==> src/rtl/ctrlPkg.sv <==
package ctrlPkg;

  localparam int OP_W    = 4;
  localparam int STATE_W = 5;
  localparam int SEL_W   = 2;

  typedef enum logic [STATE_W-1:0] {
    ST_F0, ST_F1, ST_F2, ST_DEC,
    ST_LEA0,
    ST_LDR0, ST_LDR1, ST_LDR2,
    ST_LDI0, ST_LDI1, ST_LDI2, ST_LDI3, ST_LDI4,
    ST_STR0, ST_STR1, ST_STR2,
    ST_STI0, ST_STI1, ST_STI2, ST_STI3, ST_STI4,
    ST_CALLR0, ST_CALLR1,
    ST_CALLO0, ST_CALLO1,
    ST_BR0
  } stateT;

  localparam logic [OP_W-1:0] OPC_BR   = 4'b0000;
  localparam logic [OP_W-1:0] OPC_CALL = 4'b0100;
  localparam logic [OP_W-1:0] OPC_LDR  = 4'b0110;
  localparam logic [OP_W-1:0] OPC_STR  = 4'b0111;
  localparam logic [OP_W-1:0] OPC_LDI  = 4'b1010;
  localparam logic [OP_W-1:0] OPC_STI  = 4'b1011;
  localparam logic [OP_W-1:0] OPC_LEA  = 4'b1110;

  localparam logic [SEL_W-1:0] PC_INC   = 2'b00;
  localparam logic [SEL_W-1:0] PC_ADDER = 2'b01;
  localparam logic [SEL_W-1:0] OFF_NONE = 2'b00;
  localparam logic [SEL_W-1:0] OFF_6    = 2'b01;
  localparam logic [SEL_W-1:0] OFF_9    = 2'b10;
  localparam logic [SEL_W-1:0] OFF_11   = 2'b11;
  localparam logic [SEL_W-1:0] ALU_PASS = 2'b11;
  localparam logic BASE_PC   = 1'b0;
  localparam logic BASE_REG  = 1'b1;
  localparam logic MDR_BUS   = 1'b0;
  localparam logic MDR_MEM   = 1'b1;
  localparam logic RD_LOW    = 1'b0;
  localparam logic RD_HIGH   = 1'b1;
  localparam logic DR_FIELD  = 1'b0;
  localparam logic DR_LINK   = 1'b1;

  typedef struct packed {
    logic             pcToBus;
    logic             mdrToBus;
    logic             aluToBus;
    logic             addrToBus;
    logic             marLoad;
    logic             mdrLoad;
    logic             irLoad;
    logic             pcLoad;
    logic             regWrite;
    logic             memWrite;
    logic [SEL_W-1:0] pcSrcSel;
    logic             mdrSrcSel;
    logic             addrBaseSel;
    logic [SEL_W-1:0] addrOffSel;
    logic             marSrcSel;
    logic             rfReadSel;
    logic             drSel;
    logic [SEL_W-1:0] aluOp;
  } ctrlWordT;

endpackage

==> src/rtl/seqCore.sv <==
module seqCore
  import ctrlPkg::*;
(
  input  logic            clk,
  input  logic            rstN,
  input  logic [OP_W-1:0] opcode,
  input  logic            irBit11,
  output stateT           state
);

  stateT nextState;

  // Only the decode state looks at opcode and irBit11
  always_comb begin
    nextState = ST_F0;
    unique case (state)
      ST_F0:     nextState = ST_F1;
      ST_F1:     nextState = ST_F2;
      ST_F2:     nextState = ST_DEC;
      ST_DEC: begin
        unique case (opcode)
          OPC_BR:   nextState = ST_BR0;
          OPC_CALL: nextState = irBit11 ? ST_CALLO0 : ST_CALLR0;
          OPC_LDR:  nextState = ST_LDR0;
          OPC_STR:  nextState = ST_STR0;
          OPC_LDI:  nextState = ST_LDI0;
          OPC_STI:  nextState = ST_STI0;
          OPC_LEA:  nextState = ST_LEA0;
          default:  nextState = ST_F0;
        endcase
      end
      ST_LDR0:   nextState = ST_LDR1;
      ST_LDR1:   nextState = ST_LDR2;
      ST_LDI0:   nextState = ST_LDI1;
      ST_LDI1:   nextState = ST_LDI2;
      ST_LDI2:   nextState = ST_LDI3;
      ST_LDI3:   nextState = ST_LDI4;
      ST_STR0:   nextState = ST_STR1;
      ST_STR1:   nextState = ST_STR2;
      ST_STI0:   nextState = ST_STI1;
      ST_STI1:   nextState = ST_STI2;
      ST_STI2:   nextState = ST_STI3;
      ST_STI3:   nextState = ST_STI4;
      ST_CALLR0: nextState = ST_CALLR1;
      ST_CALLO0: nextState = ST_CALLO1;
      default:   nextState = ST_F0;     // last state of every chain
    endcase
  end

  always_ff @(posedge clk or negedge rstN) begin
    if (!rstN) state <= ST_F0;
    else       state <= nextState;
  end

endmodule

==> src/rtl/ctrlDecode.sv <==
module ctrlDecode
  import ctrlPkg::*;
(
  input  stateT    state,
  input  logic     brTaken,
  output ctrlWordT cw
);

  always_comb begin
    cw = '0;
    unique case (state)
      ST_F0: begin
        cw.pcToBus = 1'b1;
        cw.marLoad = 1'b1;
      end
      ST_F1: begin
        cw.pcSrcSel  = PC_INC;
        cw.pcLoad    = 1'b1;
        cw.mdrSrcSel = MDR_MEM;
        cw.mdrLoad   = 1'b1;
      end
      ST_F2: begin
        cw.mdrToBus = 1'b1;
        cw.irLoad   = 1'b1;
      end
      ST_LEA0: begin
        cw.addrBaseSel = BASE_PC;
        cw.addrOffSel  = OFF_9;
        cw.marSrcSel   = 1'b0;
        cw.addrToBus   = 1'b1;
        cw.drSel       = DR_FIELD;
        cw.regWrite    = 1'b1;
      end
      ST_LDR0, ST_STR0: begin
        cw.rfReadSel   = RD_LOW;
        cw.addrBaseSel = BASE_REG;
        cw.addrOffSel  = OFF_6;
        cw.addrToBus   = 1'b1;
        cw.marLoad     = 1'b1;
      end
      ST_LDI0, ST_STI0: begin
        cw.addrBaseSel = BASE_PC;
        cw.addrOffSel  = OFF_9;
        cw.addrToBus   = 1'b1;
        cw.marLoad     = 1'b1;
      end
      ST_LDR1, ST_LDI1, ST_LDI3, ST_STI1: begin
        cw.mdrSrcSel = MDR_MEM;
        cw.mdrLoad   = 1'b1;
      end
      ST_LDI2, ST_STI2: begin
        cw.mdrToBus = 1'b1;
        cw.marLoad  = 1'b1;
      end
      ST_LDR2, ST_LDI4: begin
        cw.mdrToBus = 1'b1;
        cw.drSel    = DR_FIELD;
        cw.regWrite = 1'b1;
      end
      ST_STR1, ST_STI3: begin
        cw.rfReadSel = RD_HIGH;
        cw.aluOp     = ALU_PASS;
        cw.aluToBus  = 1'b1;
        cw.mdrSrcSel = MDR_BUS;
        cw.mdrLoad   = 1'b1;
      end
      ST_STR2, ST_STI4: cw.memWrite = 1'b1;
      ST_CALLR0, ST_CALLO0: begin
        cw.pcToBus  = 1'b1;
        cw.drSel    = DR_LINK;
        cw.regWrite = 1'b1;
      end
      ST_CALLR1: begin
        cw.rfReadSel   = RD_LOW;
        cw.addrBaseSel = BASE_REG;
        cw.addrOffSel  = OFF_NONE;
        cw.pcSrcSel    = PC_ADDER;
        cw.pcLoad      = 1'b1;
      end
      ST_CALLO1: begin
        cw.addrBaseSel = BASE_PC;
        cw.addrOffSel  = OFF_11;
        cw.pcSrcSel    = PC_ADDER;
        cw.pcLoad      = 1'b1;
      end
      ST_BR0: begin
        cw.addrBaseSel = BASE_PC;
        cw.addrOffSel  = OFF_9;
        cw.pcSrcSel    = PC_ADDER;
        cw.pcLoad      = brTaken;
      end
      default: cw = '0;                    // decode state
    endcase
  end

endmodule

==> src/rtl/cpuCtrlFsm.sv <==
module cpuCtrlFsm
  import ctrlPkg::*;
(
  input  logic             clk,
  input  logic             rstN,
  input  logic [OP_W-1:0]  opcode,
  input  logic             irBit11,
  input  logic             brTaken,
  output logic             pcToBus,
  output logic             mdrToBus,
  output logic             aluToBus,
  output logic             addrToBus,
  output logic             marLoad,
  output logic             mdrLoad,
  output logic             irLoad,
  output logic             pcLoad,
  output logic             regWrite,
  output logic             memWrite,
  output logic [SEL_W-1:0] pcSrcSel,
  output logic             mdrSrcSel,
  output logic             addrBaseSel,
  output logic [SEL_W-1:0] addrOffSel,
  output logic             marSrcSel,
  output logic             rfReadSel,
  output logic             drSel,
  output logic [SEL_W-1:0] aluOp
);

  stateT    state;
  ctrlWordT cwRaw;
  ctrlWordT cw;

  seqCore i_seqCore (
    .clk    (clk),
    .rstN   (rstN),
    .opcode (opcode),
    .irBit11(irBit11),
    .state  (state)
  );

  ctrlDecode i_ctrlDecode (
    .state  (state),
    .brTaken(brTaken),
    .cw     (cwRaw)
  );

  // Strobes held low while reset is asserted
  assign cw = rstN ? cwRaw : '0;

  assign pcToBus     = cw.pcToBus;
  assign mdrToBus    = cw.mdrToBus;
  assign aluToBus    = cw.aluToBus;
  assign addrToBus   = cw.addrToBus;
  assign marLoad     = cw.marLoad;
  assign mdrLoad     = cw.mdrLoad;
  assign irLoad      = cw.irLoad;
  assign pcLoad      = cw.pcLoad;
  assign regWrite    = cw.regWrite;
  assign memWrite    = cw.memWrite;
  assign pcSrcSel    = cw.pcSrcSel;
  assign mdrSrcSel   = cw.mdrSrcSel;
  assign addrBaseSel = cw.addrBaseSel;
  assign addrOffSel  = cw.addrOffSel;
  assign marSrcSel   = cw.marSrcSel;
  assign rfReadSel   = cw.rfReadSel;
  assign drSel       = cw.drSel;
  assign aluOp       = cw.aluOp;

  p_one_driver_r14: assert property (@(posedge clk) disable iff (!rstN)
    $onehot0({pcToBus, mdrToBus, aluToBus, addrToBus}));

  p_fetch_step_r2: assert property (@(posedge clk) disable iff (!rstN)
    (pcToBus && marLoad) |=> (pcLoad && mdrLoad && mdrSrcSel && pcSrcSel == PC_INC));

  p_decode_quiet_r3: assert property (@(posedge clk) disable iff (!rstN)
    irLoad |=> (cw == '0));

  p_store_data_ready_r7: assert property (@(posedge clk) disable iff (!rstN)
    memWrite |-> $past(mdrLoad && !mdrSrcSel));

  p_load_data_ready_r5: assert property (@(posedge clk) disable iff (!rstN)
    (regWrite && mdrToBus) |-> $past(mdrLoad && mdrSrcSel));

  p_link_then_jump_r9: assert property (@(posedge clk) disable iff (!rstN)
    (regWrite && pcToBus) |=> (pcLoad && pcSrcSel == PC_ADDER));

endmodule

==> config.mk <==
export PLATFORM = sky130hd
export DESIGN_NAME = cpuCtrlFsm
export DESIGN_NICKNAME = d
export VERILOG_FILES = /design/src/rtl/ctrlPkg.sv /design/src/rtl/seqCore.sv /design/src/rtl/ctrlDecode.sv /design/src/rtl/cpuCtrlFsm.sv
export SDC_FILE = /design/constraint.sdc
export NUM_CORES = 1
export LEC_CHECK = 0
export BUFFER_PORTS_ARGS = -buffer_cell sky130_fd_sc_hd__buf_4
export CORE_MARGIN = 4
export CORE_UTILIZATION = 40
export CTS_CLUSTER_SIZE = 10
export DETAILED_ROUTE_END_ITERATION = 7
export GPL_ROUTABILITY_DRIVEN = 0
export SKIP_CTS_REPAIR_TIMING = 1
export SLEW_MARGIN = 40
export SYNTH_ARGS = -nofsm -noshare
export SYNTH_HDL_FRONTEND = slang
export SYNTH_HIERARCHICAL = 1
export SYNTH_SLANG_ARGS = --single-unit
export TNS_END_PERCENT = 5
==> constraint.sdc <==
create_clock -name clk -period 2.2 [get_ports clk]
set_input_delay 0.22 -clock clk [delete_from_list [all_inputs] [get_ports clk]]
set_output_delay 0.22 -clock clk [all_outputs]
set_load 0.05 [all_outputs]
==> metrics.md, run 1 <==
| Metric | Value |
|---|---|
| Status | `finished, final reports clean` |
| Relative slew slack | `64.0%` |
| Crit path max fanout | `19` |
| Crit path max-delay family | `flip-flops` |
| Syn Area/Cell | `7.00 µm²` |
| Area grow syn2layout | `20.5%` |
| Seq pwr share | `19.3%` |
| Non-Filler Cell Area, Final | `0.00119 mm²` |
| Synthesized area | `987 µm²` |
| Number of diodes | `0` |
| Max Fclk | `498 MHz` |
| Clock edge transition at the registers on the reported setup and hold paths | `0.04 ns` |
| Worst-case clock skew | `0.00465 ns` |
| RSZ-0062 raised after global routing | `no` |
| Most common cell in the netlist | `and2_2` |
| Max reg flops | `5` |
| Final Cycle Share | `91.3%` |
| Dpl hpwl | `1690 µm` |
| Share of the synthesized area in the top cell type | `12.7%` |
| Largest net degree at the start of global routing | `27` |
| Tot GR Track Use | `13.0%` |
| Simple-Gate Fraction of Synth Area | `49.8%` |
| Final Hold Fails | `0` |
| Routed Antenna Nets | `0` |
| Gate power share | `74.1%` |
| MaxCap Viol Count | `0` |
| Share of cells above drive strength 1 | `35.8%` |
| Yosys top cell by area | `dfrtp_1` |
| Vias in the first global route | `790` |
| Routed len/inst | `11.9 µm` |
| Pwr per Cell Area | `1330 mW/mm²` |
| First-pass GRT wire length | `3590 µm` |
| Initial DRT Pass Iterations | `4` |
| Commonest cells post-synth | `and2_2, nor2_1, a21oi_1, nand2_1, buf_2` |
| Fin cells | `190` |
| Vias per cell | `5.26` |
| Top post-synthesis cells by area | `dfrtp_1, and2_2, a21oi_1` |
| Power Total | `0.00158 W` |
| DIE HEIGHT | `57.7 µm` |
| CTS tree | `done` |
| Synth Area in Adders | `0%` |
| CTS H-tree depth | `1` |
| Die footprint | `0.00333 mm²` |
| IO Count | `29` |
| Number of fill cells | `241` |
| Cell variety after synth | `47` |
| Hold crit path type | `input port to flop` |
| Row Count | `17` |
| Top_reg_cell synth | `dfrtp_1` |
| Biggest register | `i_seqCore/state` |
| Post-synth ARST share | `100%` |
| Minimum clock period | `2.01 ns` |
| Cell Chain, Critical Path | `and4bb_2 > a31oi_1 > o2bb2ai_1 > and2_1 > buf_4` |
| Initial Util | `43.4%` |
| Critical path class | `flop to primary output` |
| Mux cell area share after synthesis | `0%` |
| Core Region | `0.00228 mm²` |
| CP endpoint kind | `primary output` |
| Crit path largest cell delay | `0.67 ns` |
| Root buf cell | `clkbuf_4` |
| Clk pwr share | `6.7%` |
| NetSw | `0.000880 W` |
| # setup viols final | `0` |
| Die X-Extent | `57.7 µm` |
| Gr ovfl total | `0` |
| DR DRC count | `0` |
| Warnings, synthesis | `6` |
| EDFF count, synth | `0` |
| Worst Path Required | `1.98 ns` |
| Total Negative Setup Slacks | `0 ns` |
| Port bufs | `26` |
| Core Util, Final | `52.3%` |
| Registers with the most flip-flops | `i_seqCore/state: 5 flops` |
| Cell-internal power | `0.000700 W` |
| Seq/Total Area, Yosys | `12.7%` |
| Initial DRC count | `16` |
| Max clock buf depth | `2` |
| Post-synthesis sequential element count | `5` |
| Largest family of logic cells by synthesized area | `simple AND/OR/NAND/NOR gates` |
| CTS buffer count | `3` |
| Mapped Cells | `141` |
| Initial antenna violation count | `0` |
| DP Area | `0.00115 mm²` |
| CTS Sinks | `5` |
| LEAKAGE | `0.526 nW` |
| XOR/XNOR Fraction of Synth Area | `1.77%` |
| Synth Area in Compound Gates | `22.7%` |
| Buf+Inv Stages, Crit Path | `1` |
| Measured slew at the worst slew-check pin | `0.539 ns` |
| Slowest-stage cell, CP | `dfrtp_1` |
| Skew-Pair Late Insertion Delay | `0.24 ns` |
| Routed Wire Length | `2260 µm` |
| Startpoint types | `flop` |
| Via Count | `1000` |
| Switching Share | `55.7%` |
| Fin nets | `171` |
| Crit path DAT | `1.79 ns` |
| Final-report max-slew violation count | `0` |
| Inst Count DP | `185` |
| VDD IR-drop max | `0.924 mV` |
-- worst min-delay path, cell delays in order --
cell,delay (ns)
buf_4,0.11
nand3_1,0.08
o21ai_1,0.05
-- cell families (layout without fill, tap and decap cells) --
kind of cell / count (synthesis) / after routing
AO/OA/AOI/OAI: 35 / 35
XOR/XNOR: 2 / 2
buffers and inverters: 20 / 40
flip-flops: 5 / 5
other: 1 / 2
AND/OR/NAND/NOR: 78 / 78
-- worst paths after layout --
path                                         startpoint                           end  slack (ns)  cells past startpoint
min in group asynchronous                          rstN  i_seqCore/state[3]$_DFF_PN0_        0.38                      2
min reg2reg                i_seqCore/state[3]$_DFF_PN0_  i_seqCore/state[4]$_DFF_PN0_        0.63                      1
max reg2reg                i_seqCore/state[1]$_DFF_PN0_  i_seqCore/state[0]$_DFF_PN0_        0.48                      4
min                                             irBit11  i_seqCore/state[1]$_DFF_PN0_        0.26                      3
max in group asynchronous                          rstN  i_seqCore/state[0]$_DFF_PN0_        1.63                      2
max                        i_seqCore/state[1]$_DFF_PN0_                     mdrSrcSel        0.19                      5
-- routing by layer --
layer / vias to the layer above / routed length, µm / GRT usage, %
met1: 436 / 1080 / 18.2
met5: - / 0 / 0
met2: 29 / 1010 / 21.1
met4: 0 / 17 / 2.98
met3: 2 / 151 / 1.78
li1: 533 / - / -
-- layout by cell type, fill, tap and decap left out, types with 2 or more instances in the layout --
master,count
buf_4,31
or3_1,3
o21ai_0,6
nor2_1,12
nand3_1,2
nand2b_1,4
conb_1,2
nand2_1,9
o22ai_1,2
nor3_1,2
clkbuf_4,3
and2_1,6
dfrtp_2,4
nor3b_1,2
a22oi_1,4
or4_1,2
and2_2,16
a21oi_1,9
a211oi_1,2
and2b_1,3
and3_1,3
nor2b_1,3
inv_1,4
a31oi_1,3
-- power by group through the flow --
stage / Clock (W) / Sequential, W / Combinational (W)
finish: 0.000105 / 0.000304 / 0.00117
CTS: 0.000110 / 0.000298 / 0.00117
detailed placement: 0 / 0.000300 / 0.00117
floorplan: 0 / 0.000197 / 0.00101
global placement: 0 / 0.000295 / 0.00116
global route: 0.000117 / 0.000324 / 0.00128
-- through the flow --
step	hold slack (ns)	setup WS (ns)
after floorplan	-0.0756	0.469
after global placement	0.0792	0.377
after detailed placement	0.0854	0.297
after CTS	-0.172	0.0393
after global routing	0.260	0.0424
final	0.263	0.192
-- area by class of cell --
type / count / area, µm² / share of cell area [%]
Tap cell: 28 / 35.0 / 2.94
Timing Repair Buffer: 32 / 243 / 20.4
Sequential cell: 5 / 130 / 10.9
Inverter: 4 / 15.0 / 1.26
Multi-Input combinational cell: 117 / 741 / 62.3
Clock buffer: 4 / 26.3 / 2.21
Note: power is estimated with default switching activity, not from simulation.
==> run 2: changes to the inputs <==
- ABC_AREA: unset -> 1
- CORE_MARGIN: 4 -> 2
==> metrics.md, run 2 <==
| Metric | Value |
|---|---|
| Fin nets | `236` |
| Routed wl met2 | `1340 µm` |
| Number of diodes | `0` |
| M1 WL | `1080 µm` |
| CP endpoint kind | `primary output` |
| Relative slew slack | `65.8%` |
| Vias in the first global route | `1096` |
| Met3 routed WL | `131 µm` |
| Synth Area in Adders | `0%` |
| Worst reg2reg path depth | `7` |
| Minimum clock period | `2.06 ns` |
| Max reg flops | `5` |
| Crit path DAT | `1.84 ns` |
| Mux cell area share after synthesis | `0%` |
| Cell-internal power | `0.000562 W` |
| Switching Share | `64.4%` |
| Largest family of logic cells by synthesized area | `simple AND/OR/NAND/NOR gates` |
| Simple-Gate Fraction of Synth Area | `61.7%` |
| Final Cycle Share | `93.7%` |
| Max clock buf depth | `2` |
| Status | `finished, final reports clean` |
| Total Negative Setup Slacks | `0 ns` |
| Top_reg_cell synth | `dfrtp_1` |
| Share of cells above drive strength 1 | `21.6%` |
| Final-report max-slew violation count | `0` |
| Dpl hpwl | `2020 µm` |
| Worst-case clock skew | `0.00498 ns` |
| Worst Path Required | `1.98 ns` |
| R2r setup slk | `0.83 ns` |
| Non-Filler Cell Area, Final | `0.00121 mm²` |
| Top post-synthesis cells by area | `nand2_1, nand3_1, inv_1` |
| Core Region | `0.00243 mm²` |
| Crit path max fanout | `11` |
| Initial Util | `41.5%` |
| Critical path class | `flop to primary output` |
| CTS H-tree depth | `1` |
| Skew-Pair Late Insertion Delay | `0.26 ns` |
| RSZ-0062 raised after global routing | `no` |
| CP startpoint | `i_seqCore/state[2]$_DFF_PN0_` |
| Row Count | `18` |
| Pwr per Cell Area | `1300 mW/mm²` |
| Max Fclk | `485 MHz` |
| Vias per cell | `5.00` |
| Mapped Cells | `204` |
| Die X-Extent | `54.2 µm` |
| Biggest register | `i_seqCore/state` |
| Gate power share | `73.2%` |
| VDD IR-drop max | `0.722 mV` |
| Registers with the most flip-flops | `i_seqCore/state: 5 flops` |
| Routed len/inst | `10.3 µm` |
| RR Startpoint | `i_seqCore/state[1]$_DFF_PN0_` |
| Port bufs | `26` |
| Synthesized area | `0.00101 mm²` |
| DR DRC count | `0` |
| Initial antenna violation count | `0` |
| Root buf cell | `clkbuf_4` |
| Commonest cells post-synth | `nand2_1, inv_1, nand3_1` |
| LEAKAGE | `0.864 nW` |
| Routed Antenna Nets | `0` |
| Initial DRC count | `26` |
| Worst setup path end | `regWrite` |
| Hold crit path type | `input port to flop` |
| MaxCap Viol Count | `0` |
| Routed Wire Length | `2660 µm` |
| Leading cell types in the layout, fill and taps excluded | `nand2_1, inv_1, nand3_1, buf_4, nor2_1` |
| Synth Area in Compound Gates | `1.99%` |
| Startpoint types | `flop` |
| Clk pwr share | `7.6%` |
| Via Count | `1284` |
| DIE HEIGHT | `54.2 µm` |
| DP Area | `0.00117 mm²` |
| EDFF count, synth | `0` |
| Post-synthesis sequential element count | `5` |
| XOR/XNOR Fraction of Synth Area | `0%` |
| Max Used Layer | `met4` |
| IO Count | `29` |
| Tot GR Track Use | `19.5%` |
| Die footprint | `0.00294 mm²` |
| First-pass GRT wire length | `4260 µm` |
| R2R Path End | `i_seqCore/state[2]$_DFF_PN0_` |
| Post-synth ARST share | `100%` |
| Yosys top cell by area | `nand2_1` |
| Seq pwr share | `19.2%` |
| Commonest non-fill, non-tap cell in the layout | `nand2_1` |
| Seq/Total Area, Yosys | `12.4%` |
| Clock edge transition at the registers on the reported setup and hold paths | `0.05 ns` |
| Gr ovfl total | `0` |
| Number of fill cells | `267` |
| Share of the synthesized area in the top cell type | `27.2%` |
| CTS Sinks | `5` |
| Measured slew at the worst slew-check pin | `0.512 ns` |
| Largest net degree at the start of global routing | `27` |
| Syn Area/Cell | `4.94 µm²` |
| Warnings, synthesis | `6` |
| Final Hold Fails | `0` |
| Most common cell in the netlist | `nand2_1` |
| # setup viols final | `0` |
| Area grow syn2layout | `20.0%` |
| CTS tree | `done` |
| CTS buffer count | `3` |
| Cell variety after synth | `19` |
| NetSw | `0.00102 W` |
| Initial DRT Pass Iterations | `4` |
-- run 2: cell types whose count changed after synthesis, moves of 7 or more --
cell / change
a21oi_1: -9
and2_2: -16
inv_1: +33
inv_2: +7
nand2_1: +64
nand3_1: +28
nor2_1: +9
nor2_2: +7
-- run 2: cells by family after synthesis --
| group | Yosys count |
|---|---|
| simple gates | 142 |
| buf+inv | 53 |
| flops | 5 |
| compound gates | 3 |
| other cells | 1 |
-- run 2: cell type report --
class	instances	area [µm²]	area share [%]
timing repair buffer	27	205	17.0
inverter	44	165	13.7
multi-input combinational	147	649	53.7
sequential	5	126	10.4
tap	30	37.5	3.10
clock buffer	4	26.3	2.17
-- run 2: through the flow --
| step | worst slack [ns] | util [%] | std cells | hold WS, ns | power (W) |
|---|---|---|---|---|---|
| global route | 0.0126 | 49.7 | 257 | 0.339 | 0.00174 |
| detailed placement | 0.431 | 48.2 | 252 | 0.108 | 0.00145 |
| floorplan | 0.476 | - | 205 | -0.0756 | 0.00118 |
| finish | 0.138 | 49.7 | 257 | 0.314 | 0.00158 |
| CTS | 0.139 | 49.3 | 256 | -0.173 | 0.00157 |
| global placement | 0.432 | 48.2 | 252 | 0.107 | 0.00143 |
-- run 2: power groups by stage --
stage / sequential [W] / clock [W] / combinational, W
after floorplan: 0.000231 / 0 / 0.000953
after global placement: 0.000291 / 0 / 0.00114
after detailed placement: 0.000296 / 0 / 0.00115
after CTS: 0.000294 / 0.000124 / 0.00116
after global routing: 0.000310 / 0.000124 / 0.00130
final: 0.000303 / 0.000121 / 0.00115
-- run 2: worst max-delay path: stages, from the launching register on --
cell     delay [ns]
dfrtp_1        0.66
inv_2          0.12
nor2_2         0.20
nand3_1        0.18
nand4_1        0.12
nand2_1        0.05
inv_1          0.06
buf_4          0.18
-- run 2: routing by layer --
layer | GRT usage, % | up-vias
met5 | 0 | -
li1 | - | 656
met4 | 14.2 | 0
met1 | 20.8 | 562
met3 | 0.820 | 14
met2 | 36.1 | 52
-- run 2: how the worst min path moves through the flow --
stage | slack [ns] | from | endpoint | depth (start not counted)
global route | 0.34 | opcode[1] | i_seqCore/state[4]$_DFF_PN0_ | 5
detailed placement | 0.11 | rstN | i_seqCore/state[0]$_DFF_PN0_ | 1
floorplan | -0.08 | rstN | i_seqCore/state[0]$_DFF_PN0_ | 0
CTS | -0.17 | rstN | i_seqCore/state[4]$_DFF_PN0_ | 1
finish | 0.31 | opcode[1] | i_seqCore/state[4]$_DFF_PN0_ | 5
global placement | 0.11 | rstN | i_seqCore/state[0]$_DFF_PN0_ | 1
==> run 3: changes to the inputs <==
- PLACE_DENSITY: unset -> 0.67
- SYNTH_HIERARCHICAL: 1 -> unset
- clock period: 2.2 -> 1.95 ns (I/O delays scaled with it)
==> metrics.md, run 3 <==
| Metric | Value |
|---|---|
| Status | `finished, final reports clean` |
| CP endpoint kind | `primary output` |
| Gr ovfl total | `0` |
| Routed Antenna Nets | `0` |
| Max Fclk | `554 MHz` |
| Cell variety after synth | `21` |
| WHS Path Cells | `3` |
| Area grow syn2layout | `30.8%` |
| Worst setup path end | `addrToBus` |
| Most common cell in the netlist | `nand2_1` |
| Post-synthesis sequential element count | `5` |
| Share of cells above drive strength 1 | `27.5%` |
| Fin cells | `205` |
| Top post-synthesis cells by area | `nand3_1, nand2_1, dfrtp_1` |
| Via Count | `1026` |
| CTS H-tree depth | `1` |
| Fin nets | `187` |
| Final Hold Fails | `0` |
| CTS Sinks | `5` |
| Core Region | `0.00192 mm²` |
| Crit path DAT | `1.61 ns` |
| Routed len/inst | `10.5 µm` |
| Commonest cells post-synth | `nand2_1, nor2_1, nand3_1` |
| CTS tree | `done` |
| Seq/Total Area, Yosys | `15.6%` |
| Dpl hpwl | `1740 µm` |
| Power Total | `0.00160 W` |
| Initial DRT Pass Iterations | `4` |
| Number of diodes | `0` |
| Root buf cell | `clkbuf_4` |
| CTS buffer count | `3` |
| Largest net degree at the start of global routing | `15` |
| # setup viols final | `0` |
| DR DRC count | `0` |
| Tot GR Track Use | `18.8%` |
| Pwr per Cell Area | `1530 mW/mm²` |
| Minimum clock period | `1.80 ns` |
| Biggest register | `i_seqCore.state` |
| Warnings, synthesis | `0` |
| Top_reg_cell synth | `dfrtp_1` |
| Clock edge transition at the registers on the reported setup and hold paths | `0.04 ns` |
| CP startpoint | `i_seqCore.state[1]$_DFF_PN0_` |
| Yosys top cell by area | `nand3_1` |
| Max reg flops | `5` |
| Initial Util | `41.6%` |
| Post-synth ARST share | `100%` |
| Commonest non-fill, non-tap cell in the layout | `nand2_1` |
| Initial DRC count | `43` |
| IO Count | `29` |
| RR Startpoint | `i_seqCore.state[4]$_DFF_PN0_` |
| First-pass GRT wire length | `3640 µm` |
| Initial antenna violation count | `0` |
| Max clock buf depth | `2` |
| Final Cycle Share | `92.5%` |
| LEAKAGE | `0.613 nW` |
| R2R Path End | `i_seqCore.state[1]$_DFF_PN0_` |
| Skew-Pair Late Insertion Delay | `0.24 ns` |
| Port bufs | `26` |
| Leading cell types in the layout, fill and taps excluded | `nand2_1, nand3_1, nor2_1, buf_4, inv_1` |
| Registers with the most flip-flops | `i_seqCore.state: 5 flops` |
| Crit path max fanout | `7` |
| Worst reg2reg path depth | `5` |
| RSZ-0062 raised after global routing | `yes` |
| VDD IR-drop max | `0.788 mV` |
| Routed Wire Length | `2150 µm` |
| Share of the synthesized area in the top cell type | `18.2%` |
| R2r setup slk | `0.66 ns` |
| Syn Area/Cell | `5.23 µm²` |
| Vias per cell | `5.00` |
| Inst Count DP | `200` |
| Critical path class | `flop to primary output` |
| Vias in the first global route | `892` |
| Die footprint | `0.00237 mm²` |
| Final-report max-slew violation count | `0` |
| Hold crit path type | `input port to flop` |
| EDFF count, synth | `0` |
| Worst Path Required | `1.75 ns` |
| Startpoint types | `flop` |
| Synthesized area | `800 µm²` |
| Die X-Extent | `48.7 µm` |
| Row Count | `16` |
| MaxCap Viol Count | `0` |
| DIE HEIGHT | `48.7 µm` |
| Worst-case clock skew | `0.000995 ns` |
| Mapped Cells | `153` |
## run 3: cell count changes after synthesis, sizes merged
cell and delta:
buf -2, o21ai +3, o211ai -1, clkbuf +1
nand4 -1, inv -25, nand2 -38, nor2 +9
nor4 -1, a21oi +4
## run 3: how the worst min path moves through the flow
stage | start | end | slack, ns
floorplan | rstN | i_seqCore.state[0]$_DFF_PN0_ | -0.10
detailed placement | rstN | i_seqCore.state[2]$_DFF_PN0_ | 0.02
CTS | rstN | i_seqCore.state[1]$_DFF_PN0_ | -0.24
finish | irBit11 | i_seqCore.state[1]$_DFF_PN0_ | 0.22
global route | irBit11 | i_seqCore.state[1]$_DFF_PN0_ | 0.24
global placement | rstN | i_seqCore.state[2]$_DFF_PN0_ | 0.02
## run 3: area by class of cell
| cell class | count | area [µm²] |
|---|---|---|
| Fill cell | 211 | 876 |
| Sequential cell | 5 | 128 |
| Clock buffer | 4 | 26.3 |
| Timing Repair Buffer | 28 | 213 |
| Tap cell | 27 | 33.8 |
| Inverter | 19 | 77.6 |
| Multi-Input combinational cell | 122 | 568 |
## run 3: cell families (layout without fill, tap and decap cells)
| logic type | Yosys count | in the layout | synth area share [%] |
|---|---|---|---|
| compound gates | 9 | 9 | 5.95 |
| flops | 5 | 5 | 15.6 |
| buf+inv | 27 | 51 | 15.7 |
| simple gates | 111 | 111 | 62.3 |
| other cells | 1 | 2 | 0.469 |
## run 3: where the power goes
group / switching, W / internal, W / total [W]
clock network: 0.0000403 / 0.0000772 / 0.000118
logic: 0.000864 / 0.000356 / 0.00122
registers: 0.000104 / 0.000157 / 0.000261
## run 3: worst max-delay path, stage by stage (launching register included)
cell	delay, ns
dfrtp_1	0.45
inv_2	0.09
nand2_1	0.08
nor2_2	0.14
nand2_1	0.14
o21ai_0	0.11
nor2_1	0.06
nor2_1	0.08
buf_4	0.20
## run 3: layer usage
layer | vias up | track usage (%) | share of wire, %
met5 | - | 0 | 0
met4 | 0 | 7.14 | 1.9
met3 | 6 | 3.09 | 5.9
met2 | 41 | 32.2 | 48
met1 | 452 | 23.4 | 44
li1 | 527 | - | -
## run 3: metrics by stage
step	setup TNS (ns)	utilization (%)	hold slack (ns)	instance area [µm²]	setup WS (ns)
3_3_place_gp	0	51.4	0.0188	988	0.262
4_1_cts	0	52.8	-0.240	1010	0.0105
3_5_place_dp	0	51.4	0.0179	988	0.275
2_1_floorplan	0	-	-0.101	803	0.00652
6_report	0	54.4	0.216	1050	0.146
5_1_grt	-0.00827	54.4	0.235	1050	-0.00827
